$ cat src/rtl/chan_ctl_status.sv
module chan_ctl_status (
  input  logic        clk,
  input  logic        rst_n,
  input  logic        wr_en,
  input  logic [31:0] wr_data,
  output logic        wr_ready,
  output logic [31:0] rd_data,
  output logic        flush_req,
  input  logic        flush_ack,
  input  logic        hw_stop,
  input  logic        hw_dead,
  input  logic        cmd_fetch,
  input  logic        bt_we,
  input  logic        bt_val,
  output logic [15:0] status,
  output logic        kick
);
  localparam int B_RUN = 0, B_PAUSE = 1, B_WAKE = 2, B_FLUSH = 3;
  localparam int B_ACTIVE = 4, B_DEAD = 5, B_BT = 6;

  logic [15:0] st_q, pend_q, nxt;
  logic        busy_q, kick_q;

  wire [15:0] msk = wr_data[31:16];
  wire [15:0] val = wr_data[15:0];
  wire unused_bits = &{1'b0, msk[15:7], val[15:7], msk[B_ACTIVE], msk[B_DEAD], msk[B_BT],
                       val[B_ACTIVE], val[B_DEAD], val[B_BT]};

  wire wr_go   = wr_en && !busy_q;
  wire wake_wr = msk[B_WAKE] && val[B_WAKE];
  wire fl_wr   = msk[B_FLUSH] && val[B_FLUSH];
  logic halt;

  always_comb begin
    nxt = st_q;
    if (msk[B_RUN]) begin
      nxt[B_RUN] = val[B_RUN];
      if (!val[B_RUN]) nxt[B_DEAD] = 1'b0;
    end
    if (msk[B_PAUSE]) nxt[B_PAUSE] = val[B_PAUSE];
    if (wake_wr && nxt[B_RUN]) nxt[B_WAKE] = 1'b1;
    halt = nxt[B_PAUSE] || !nxt[B_RUN];
    if (halt) nxt[B_ACTIVE] = 1'b0;
    else if (msk[B_RUN] || msk[B_PAUSE] || wake_wr) nxt[B_ACTIVE] = 1'b1;
    nxt[B_FLUSH] = 1'b0;
  end

  function automatic logic [15:0] hw_apply(input logic [15:0] s);
    logic [15:0] r;
    r = s;
    if (cmd_fetch) r[B_WAKE] = 1'b0;
    if (hw_stop) r[B_ACTIVE] = 1'b0;
    if (hw_dead) begin
      r[B_DEAD]   = 1'b1;
      r[B_ACTIVE] = 1'b0;
    end
    if (bt_we) r[B_BT] = bt_val;
    return r;
  endfunction

  wire [15:0] nxt_hw  = hw_apply(nxt);
  wire [15:0] pend_hw = hw_apply(pend_q);
  wire [15:0] st_hw   = hw_apply(st_q);
  wire [15:0] stf_hw  = hw_apply(st_q | (16'(fl_wr) << B_FLUSH));

  always_ff @(posedge clk) begin
    if (!rst_n) begin
      st_q   <= '0;
      pend_q <= '0;
      busy_q <= 1'b0;
      kick_q <= 1'b0;
    end else begin
      kick_q <= 1'b0;
      if (wr_go && (halt || fl_wr)) begin
        busy_q <= 1'b1;
        pend_q <= nxt_hw;
        st_q   <= stf_hw;
      end else if (wr_go) begin
        st_q   <= nxt_hw;
        kick_q <= nxt_hw[B_ACTIVE];
      end else if (busy_q && flush_ack) begin
        busy_q <= 1'b0;
        st_q   <= pend_hw;
        kick_q <= pend_hw[B_ACTIVE];
      end else begin
        st_q <= st_hw;
        if (busy_q) pend_q <= pend_hw;
      end
    end
  end

  assign status    = st_q;
  assign rd_data   = {16'h0000, st_q};
  assign flush_req = busy_q;
  assign wr_ready  = !busy_q;
  assign kick      = kick_q;
endmodule

$ cat config.mk
export PLATFORM = sky130hd
export DESIGN_NAME = chan_ctl_status
export DESIGN_NICKNAME = d
export VERILOG_FILES = /design/src/rtl/chan_ctl_status.sv
export SDC_FILE = /design/constraint.sdc
export NUM_CORES = 1
export LEC_CHECK = 0
export ABC_AREA = 1
export BUFFER_PORTS_ARGS = -buffer_cell sky130_fd_sc_hd__buf_2
export CAP_MARGIN = 0
export CELL_PAD_IN_SITES_DETAIL_PLACEMENT = 0
export CELL_PAD_IN_SITES_GLOBAL_PLACEMENT = 1
export CORE_MARGIN = 10
export CORE_UTILIZATION = 32
export CTS_CLUSTER_SIZE = 28
export DETAILED_ROUTE_END_ITERATION = 10
export GPL_TIMING_DRIVEN = 0
export PLACE_DENSITY = 0.95
export REMOVE_ABC_BUFFERS = 1
export SETUP_SLACK_MARGIN = 0.4
export SYNTH_ARGS = -nofsm -noshare
export SYNTH_HDL_FRONTEND = slang
export SYNTH_SLANG_ARGS = --single-unit
$ cat constraint.sdc
create_clock -name clk -period 1.65 [get_ports clk]
set_input_delay 0.0825 -clock clk [delete_from_list [all_inputs] [get_ports clk]]
set_output_delay 0.0825 -clock clk [all_outputs]
set_load 0.03 [all_outputs]
[After elaboration in Yosys (flattened, before gate mapping)]
Cells that the tools add are included.
W data, S select, Z words.
Word-level totals
  flip-flop bits (word level): 33
  input bits: 41
  output and inout bits: 51
  logic and storage cells: 69
Cells by class
  equal/unequal tests: 2
  muxes and demuxes: 34
  bitwise gates (word level): 2
  reduce and logical (&&, ||, !) cells: 21
Operators by type and width (number)
  $mux W16: 4
  $mux W1: 23
  $mux W7: 3
  $or A16 B4 Y16: 1
  $mux W2: 4
  $reduce_bool A4 Y1: 2
  $logic_and A1 B1 Y1: 6
  $reduce_bool A5 Y1: 1
  $logic_or A1 B1 Y1: 4
  $reduce_bool A2 Y1: 2
  $reduce_and A3 Y1: 1
  $reduce_bool A3 Y1: 1
  $logic_not A1 Y1: 2
  $ne A2 B1 Y1 const B: 1
  $ne A2 B2 Y1 const B: 1
  $reduce_and A2 Y1: 1
  $reduce_or A2 Y1: 1
  $not A1 Y1: 1

[Logic depth before layout (Yosys ltp)]
Gate-level depths: netlist of run 1.
  depth after elaboration: 8
  mapped depth: 11
  depth with buffers taken out: 10

[Worst setup path after synthesis of run 1]
OpenSTA, ideal clock, no wires.
  path kind: flip-flop to flip-flop
  start: reg busy_q, in the netlist flush_req
  end: reg pend_q[2]
  setup time: 109 ps
  arrival: 1336 ps
  data required time: 1541 ps
  setup slack: 206 ps
  stages on the path, launching flop included: 11
  buffers on the path: 1
  period minus slack after synthesis: 1444 ps
  cells stage by stage: dfxtp_1 > inv_2 > nand2_2 > inv_2 > nand2_4 > buf_6 > nand3_1 > nand2_1 > inv_1 > nand2_1 > inv_1
Between the ends
  cells in the longest elaborated chain, start to end: 5
  elaborated cells on any way between the ends: 9
  classes of those cells: 2 x eq/ne; 1 x mux; 6 x reduce/logical
RTL lines
  start, declared: line 22  | logic busy_q, kick_q;
  start signal, assigned: line 70  | busy_q <= 1'b0;
  start signal, assigned: line 75  | busy_q <= 1'b1;
  start signal, assigned: line 82  | busy_q <= 1'b0;
  $logic_not A1 Y1 *
  named net wr_ready: line 6  | output logic wr_ready,
  $logic_and A1 B1 Y1 *: line 29  | wire wr_go = wr_en && !busy_q;
  $logic_and A1 B1 Y1: line 74  | if (wr_go && (halt || fl_wr)) begin
  $ne A2 B2 Y1 (no source line), or another cell as far along
  $reduce_and A3 Y1 (no source line)
  end signal, assigned: line 76  | pend_q <= nxt_hw;
  end signal, assigned: line 87  | if (busy_q) pend_q <= pend_hw;
  end, declared: line 21  | logic [15:0] st_q, pend_q, nxt;
Mark *: on every way through the listed nets, which the timed path passes. The rest lies on a longest branch. The select of a mux whose other input is x is not followed.
A chain may end at the register's enable or synchronous reset.

[Final worst setup path of run 1]
  start: reg st_q[0], in the netlist status[0]
  end: reg st_q[4], in the netlist status[4]
Between the ends
  cells in the longest elaborated chain, start to end: 8
  elaborated cells on any way between the ends: 11
  classes of those cells: 6 x mux; 5 x reduce/logical
RTL lines
  start, declared: line 21
  start signal, assigned: line 77  | st_q <= stf_hw;
  start signal, assigned: line 79  | st_q <= nxt_hw;
  start signal, assigned: line 83  | st_q <= pend_hw;
  $mux W1 *: line 36  | if (msk[B_RUN]) begin
  $logic_not A1 Y1 *: line 42  | halt = nxt[B_PAUSE] || !nxt[B_RUN];
  $logic_or A1 B1 Y1 *: line 42
  $mux W1: line 43  | if (halt) nxt[B_ACTIVE] = 1'b0;
  $mux W1: line 52  | if (hw_stop) r[B_ACTIVE] = 1'b0;
  $mux W2: line 53  | if (hw_dead) begin
  $mux W16: line 78  | end else if (wr_go) begin
  $mux W16: line 74
Mark *: on every way between the ends. The rest lies on a longest branch, timed or not. The select of a mux whose other input is x is not followed.

==> metrics.md, run 1 <==
| Metric | Value |
|---|---|
| Status | `complete, no violations` |
| Met1 GRT Util | `between 10 and 15%` |
| Worst-margin pin slew | `0.559 ns` |
| Dpl ws | `0.169 ns` |
| Final Skew | `0.00440 ns` |
| Layout cells sized above 1 | `about two fifths` |
| Worst Hold Path Cells | `3` |
| Root Driver | `clkbuf_8` |
| Slew Limit Fails | `0` |
| Seq/Total Area, Yosys | `approximately two fifths` |
| Xor and xnor fraction of the mapped netlist area | `0%` |
| Number of buffers created by CTS | `5` |
| Finish-stage setup viols | `0` |
| Max clock buf depth | `2` |
| Simple-gate share of the synthesized area | `around a quarter` |
| 1st-iter DRT viols | `80` |
| Pwr Total | `~2.1 mW` |
| Compound-cell area share of the yosys netlist | `between 10% and 20%` |
| H-Tree Level Count | `2` |
| Post-route cell area | `around 2300 um^2` |
| Max incr delay on CP | `approximately 0.35 ns` |
| CTS tree | `built` |
| R2r startpoint | `status[0]` |
| Vias after detailed routing | `between 1500 and 2000` |
| Mapped Area | `1730 um^2` |
| R2R depth | `9` |
| Synth Area in Adders | `0%` |
| Worst setup EP type | `flip-flop` |
| Post-Synthesis Cells | `roughly 250` |
| Detail Placement HPWL | `3.07 mm` |
| Final ANT Viol Nets | `0` |
| Met2 Track Usage GR | `between 10% and 20%` |
| Maxcap violations | `0` |
| Fraction of synthesized area in multiplexers | `0%` |
| Max IR drop VDD | `479 uV` |
| Starting Density | `around a third` |
| Avg Synthesized Cell Area | `7.06 um^2` |
| Worst skew pair latency | `0.29 ns` |
| First-pass GRT wire length | `7.44 mm` |
| Synth cell types | `21` |
| Worst-path fanout max | `5` |
| Met3 Use GR | `4.08%` |
| Worst r2r dst | `status[4]` |
| Routed len/inst | `13.0 um` |
| CP max-delay cell | `dfxtp_2` |
| Placed Area | `roughly 1800 um^2` |
| Period minus WS final | `1.22 ns` |
| PwrDens | `around 940 nW/um^2` |
| Largest family of logic cells by synthesized area | `simple AND/OR/NAND/NOR gates` |
| Crit-path cells | `nand2_2, nand2_4, nand3_4, buf_12, nand3_1, nand2_1, nand2_1, nand2_1, nor2_1` |
| Top delay family on crit path | `simple AND/OR/NAND/NOR gates` |
| Setup crit start | `status[0]` |
| Final nets | `342` |
| Diode count | `0` |
| Slew Limit Headroom | `between 60% and 70%` |
| Critical Path AT | `~1.5 ns` |
| Total gr overflow | `0` |
| Worst path bufs/invs | `1` |
| Min-delay src | `wr_data[19]` |
| GP Congestion | `between 0.7 and 0.8` |
| CTS Sinks | `33` |
| Req. time, crit path | `roughly 1.9 ns` |
| Vias per Instance | `around 4.4` |
| Worst-path clk slew | `roughly 0.070 ns` |
| HP Class | `primary input to flip-flop` |
| DRC errors left | `0` |
| Final Cycle Share | `74.1%` |
| Synth Warn # | `0` |
| Die footprint | `8740 um^2` |
| Most used routing layer in global routing | `met2` |
| GRT Overall Usage | `between 10% and 20%` |
| Most frequent cells in the layout | `nand2_1 (51), buf_2 (51), dfxtp_1 (30)` |
| Setup CP Type | `flip-flop to flip-flop` |
| FMAX | `818 MHz` |
| DR pass1 iterations | `4` |
| Final Core Density | `~44%` |
| Initial antenna violation count | `0` |
| Port-buffer cells | `51` |
| Worst R2R Setup Slack | `~0.43 ns` |
| Core Region | `between 5000 and 6000 um^2` |
| Final WL | `4.81 mm` |
| Fin worst setup slack | `0.428 ns` |
| Crit start category | `flip-flop` |
| Number of placement rows | `26` |
| Hold worst-path end | `status[3]` |
| Die Y-Extent | `93.5 um` |
| Die X | `93.5 um` |
| #FFs+latches synth | `33` |
| Layout Area Growth over Synthesis | `31.2%` |
| Vias in the first global route | `between 1500 and 2000` |
| RSZ-0062 raised after global routing | `true` |
| Leak Pwr | `1.14 nW` |
| Largest net degree at the start of global routing | `20` |
| Worst path most repeated cell | `nand2_1` |
| I/O pin cnt | `around 90` |
| Hold Violations, Final | `0` |
==> registers in the layout, indices dropped and copies added, names as in the netlist <==
signal,count
status,16
pend_q,15
flush_req,1
kick,1
==> synthesized netlist by cell type, drive strengths merged <==
| cell | n | share of area [%] |
|---|---|---|
| nand3 | 12 | 4.2 |
| nand2 | 67 | 16 |
| clkbuf | 3 | 0.72 |
| o21ai | 18 | 5.6 |
| nor2 | 18 | 3.9 |
| buf | 37 | 16 |
| nand4 | 2 | 0.72 |
| conb | 1 | 0.22 |
| a31oi | 1 | 0.36 |
| inv | 26 | 5.6 |
| nor3 | 1 | 0.29 |
| a21oi | 26 | 7.5 |
| dfxtp | 33 | 38 |
==> through the flow <==
step	hold WS (ns)	instances	setup TNS, ns
final	0.0756	371	0
after global routing	0.0835	371	0
after CTS	0.0753	358	0
after detailed placement	0.369	341	0
after global placement	0.362	341	0
after floorplan	0.203	220	-0.0333
==> worst max path at each step <==
stage	endpoint	slack [ns]	cells after the start
after floorplan	pend_q[6]	-0.02	7
after global placement	status[2]	0.16	6
after detailed placement	status[2]	0.17	6
after CTS	pend_q[6]	0.41	9
after global routing	pend_q[6]	0.35	10
final	status[4]	0.43	9
==> worst min-delay path: cells and delay by family <==
kind	cells	cell delay [ns]
AND/OR/NAND/NOR	1	0.08
AO/OA/AOI/OAI	1	0.07
buffers and inverters	1	0.09
==> cell type report <==
cell class | instances | area (um^2)
inverter | 26 | 114
timing repair inverter | 2 | 12.5
clock inverter | 2 | 35.0
clock buffer | 5 | 68.8
timing repair buffer | 69 | 435
tap | 70 | 87.6
multi-input combinational | 164 | 851
sequential | 33 | 664
fill | 542 | 2900
==> routing by layer <==
metal	up-vias	wire length [um]
li1	831	-
met2	60	2230
met4	0	81
met1	739	2050
met5	-	0
met3	12	449
==> kinds of logic after synthesis <==
group | Yosys count
AND/OR/NAND/NOR | 100
buffers and inverters | 66
AO/OA/AOI/OAI | 45
flip-flops | 33
other | 1
==> what timing repair did <==
item / 4_1_cts / 5_1_grt
pin swaps: 2 / 9
buffers inserted: 8 / 10
gates cloned: 2 / 3
resized for setup: 11 / 25
hold buffers: 0 / 0
endpoints found under the setup margin: 30 / 30
==> power breakdown <==
part / leakage, nW / total (mW) / internal (mW) / switching, mW
sequential: 0.271 / 0.869 / 0.840 / 0.0285
combinational: 0.811 / 0.534 / 0.174 / 0.361
clock: 0.0540 / 0.734 / 0.439 / 0.295
(Power assumes the default switching activity.)
==> run 2, diff against run 1 <==
- CORE_UTILIZATION: 32 -> 30
- PLACE_DENSITY: 0.95 -> 0.91
- clock period: 1.65 -> 1.2 ns (I/O delays scaled with it)
==> run 2 against run 1 <==
  * Combinational power up 59%
  * Core utilization up 4.5 points
  * Sequential share of layout area fell by 2.9 points
  * Global-route usage rose by 0.72 points
  * Largest power group unchanged
  * Worst hold slack got worse by 0.030 ns
  * Total power grew 47%
  * Wire length is 12% higher
  * Register-to-register slack worse by 0.49 ns
  * The run now ends with negative setup slack left
==> metrics.md, run 2 (synthesis gave the netlist of run 1 again) <==
| Metric | Value |
|---|---|
| First-pass GRT wire length | `7.98 mm (+7.3%)` |
| Failing checks | `negative setup slack` |
| Combinational power share | `27.1% (+2.1 points)` |
| 1st-iter DRT viols | `89 (+11%)` |
| Total gr overflow | `0 (unchanged)` |
| Worst setup EP type | `flip-flop` |
| Internal | `2.09 mW (+44%)` |
| RSZ-0062 raised after global routing | `true` |
| Vias in the first global route | `1625 (+3.6%)` |
| Pwr Total | `3.13 mW (+47%)` |
| Hold_ws | `0.0455 ns (-0.0301 ns)` |
| Worst-path clk slew | `0.07 ns (about the same)` |
| Period minus WS final | `1.26 ns (+0.0359 ns)` |
| Critical Path AT | `1.47 ns (+0.02 ns)` |
| Worst path most repeated cell | `nand2_2` |
| Diode count | `0 (unchanged)` |
| Net Switching | `1.04 mW (+53%)` |
| Initial antenna violation count | `0 (unchanged)` |
| Worst skew pair latency | `0.29 ns (about the same)` |
| Largest net degree at the start of global routing | `20 (unchanged)` |
| GP Congestion | `0.776 (-2.7%)` |
| Die Y-Extent | `95.9 um (+2.6%)` |
| Core Region | `5540 um^2 (+7.1%)` |
| CTS Sinks | `33 (unchanged)` |
| DRC errors left | `0 (unchanged)` |
| Vias per Instance | `4.53 (+2.2%)` |
| Die footprint | `9200 um^2 (+5.2%)` |
| Routed len/inst | `14.4 um (+11%)` |
| Switching Fraction | `33.3% (+1.3 points)` |
| Detail Placement HPWL | `3.13 mm (+1.9%)` |
| CP max-delay cell | `dfxtp_2` |
| Finish-stage setup viols | `16 (+16)` |
| Final WL | `5.39 mm (+12%)` |
| Status | `complete, but fails checks` |
| Max FFs per register | `16 (unchanged)` |
| Fin worst setup slack | `-0.0579 ns (-0.486 ns)` |
| Setup CP Type | `flip-flop to flip-flop` |
| Slew Limit Headroom | `55.1% (-7.6 points)` |
| Layout Area Growth over Synthesis | `55.0%` |
| Most common cell after layout, fill and taps aside | `nand2_1` |
| Worst path bufs/invs | `2 (+1)` |
| Vias after detailed routing | `1697 (+3.3%)` |
| Dpl ws | `-0.301 ns (-0.470 ns)` |
| Sequential share of power | `38.5% (-2.2 points)` |
| GRT Overall Usage | `11.1% (+0.72 points)` |
| HP Class | `primary input to flip-flop` |
| Die X | `95.9 um (+2.6%)` |
| DR pass1 iterations | `4 (unchanged)` |
| PwrDens | `1170 nW/um^2 (+24%)` |
| H-Tree Level Count | `2 (unchanged)` |
| I/O pin cnt | `92 (unchanged)` |
| Final Skew | `0.00404 ns (-0.000361 ns)` |
| Placed Area | `1830 um^2 (+0.14%)` |
| Crit start category | `flip-flop` |
| Final ANT Viol Nets | `0 (unchanged)` |
| Max clock buf depth | `2 (unchanged)` |
| Post-route cell area | `2680 um^2 (+18%)` |
| Clock network fraction of total power | `34.3% (about the same)` |
| Port-buffer cells | `51 (unchanged)` |
| Layout cells sized above 1 | `50.2% (+12 points)` |
| Crit-path cells | `inv_2, nand2_2, nand2_4, nand3_4, nand2_8, buf_12, nand2_2, a21oi_1` |
| Fin cells | `375 (+1.1%)` |
| Root Driver | `clkbuf_8` |
| Setup TNS | `-0.338 ns (-0.338 ns)` |
| Leak Pwr | `1.24 nW (+9.1%)` |
| Slew Limit Fails | `0 (unchanged)` |
| Number of placement rows | `27 (+3.8%)` |
| Fillers | `532 (-1.8%)` |
| Starting Density | `31.2% (-2.2 points)` |
| Hold Violations, Final | `0 (unchanged)` |
| Req. time, crit path | `1.42 ns (-0.46 ns)` |
| Worst-margin pin slew | `0.673 ns (+0.114 ns)` |
| Maxcap violations | `0 (unchanged)` |
| Worst R2R Setup Slack | `-0.06 ns (-0.49 ns)` |
| Worst-path fanout max | `7 (+2)` |
| Max IR drop VDD | `785 uV (+64%)` |
| Final Cycle Share | `105% (+31 points)` |
| CTS tree | `built` |
| Final nets | `343 (+0.29%)` |
| Most frequent cells in the layout | `nand2_1 (44), buf_6 (40), inv_1 (19)` |
| Final Core Density | `48.4% (+4.5 points)` |
| FMAX | `795 MHz (-2.9%)` |
| Placed Cells | `343 (+0.59%)` |
| Max incr delay on CP | `0.33 ns (-0.02 ns)` |
| Number of buffers created by CTS | `5 (unchanged)` |
| Top delay family on crit path | `simple AND/OR/NAND/NOR gates` |
[run 2: cell count changes in the layout (fill, tap and decap cells not counted), sizes merged]
cell / before / now
buf: 69 / 72
nand2: 70 / 69
[run 2: tightest hold or removal path: stages]
cell     delay, ns
buf_2         0.09
a31oi_1       0.08
nor2_1        0.08
[run 2: power groups by stage]
stage	clock network [mW]	registers, mW	logic, mW
floorplan	0	1.33	0.283
global placement	0	1.21	0.562
detailed placement	0	1.21	0.568
CTS	1.09	1.21	0.762
global route	1.13	1.21	0.913
finish	1.07	1.21	0.849
[run 2: final timing paths]
kind,cells past startpoint,from,end
max,8,status[1],pend_q[11]
min reg2reg,2,pend_q[0],pend_q[0]
min,3,wr_data[3],status[3]
max reg2reg,8,status[1],pend_q[11]
[run 2: timing repair]
item                                    in CTS  in global routing
pin swaps                                   14                 16
endpoints found under the setup margin      68                 68
gates resized for setup                    120                 54
cloned                                       3                  0
setup buffers                               14                  7
hold buffers                                 0                  0
[run 2: metal layers]
layer  up-vias  share of wire [%]  global-route usage [%]
li1        841                  -                       -
met3         9                 10                    5.06
met4         0                1.8                    4.79
met1       777                 38                    12.2
met5         -                  0                       0
met2        70                 50                    18.1
[run 2: final cells by class]
type	instances	area, um^2	area share, %
well taps	72	90.1	3.36
flip-flops and latches	33	708	26.4
inverters	26	121	4.53
clock buffers	5	68.8	2.57
repair inverters	1	7.51	0.280
clock inverters	3	46.3	1.73
repair buffers	72	671	25.0
multi-input cells	163	967	36.1
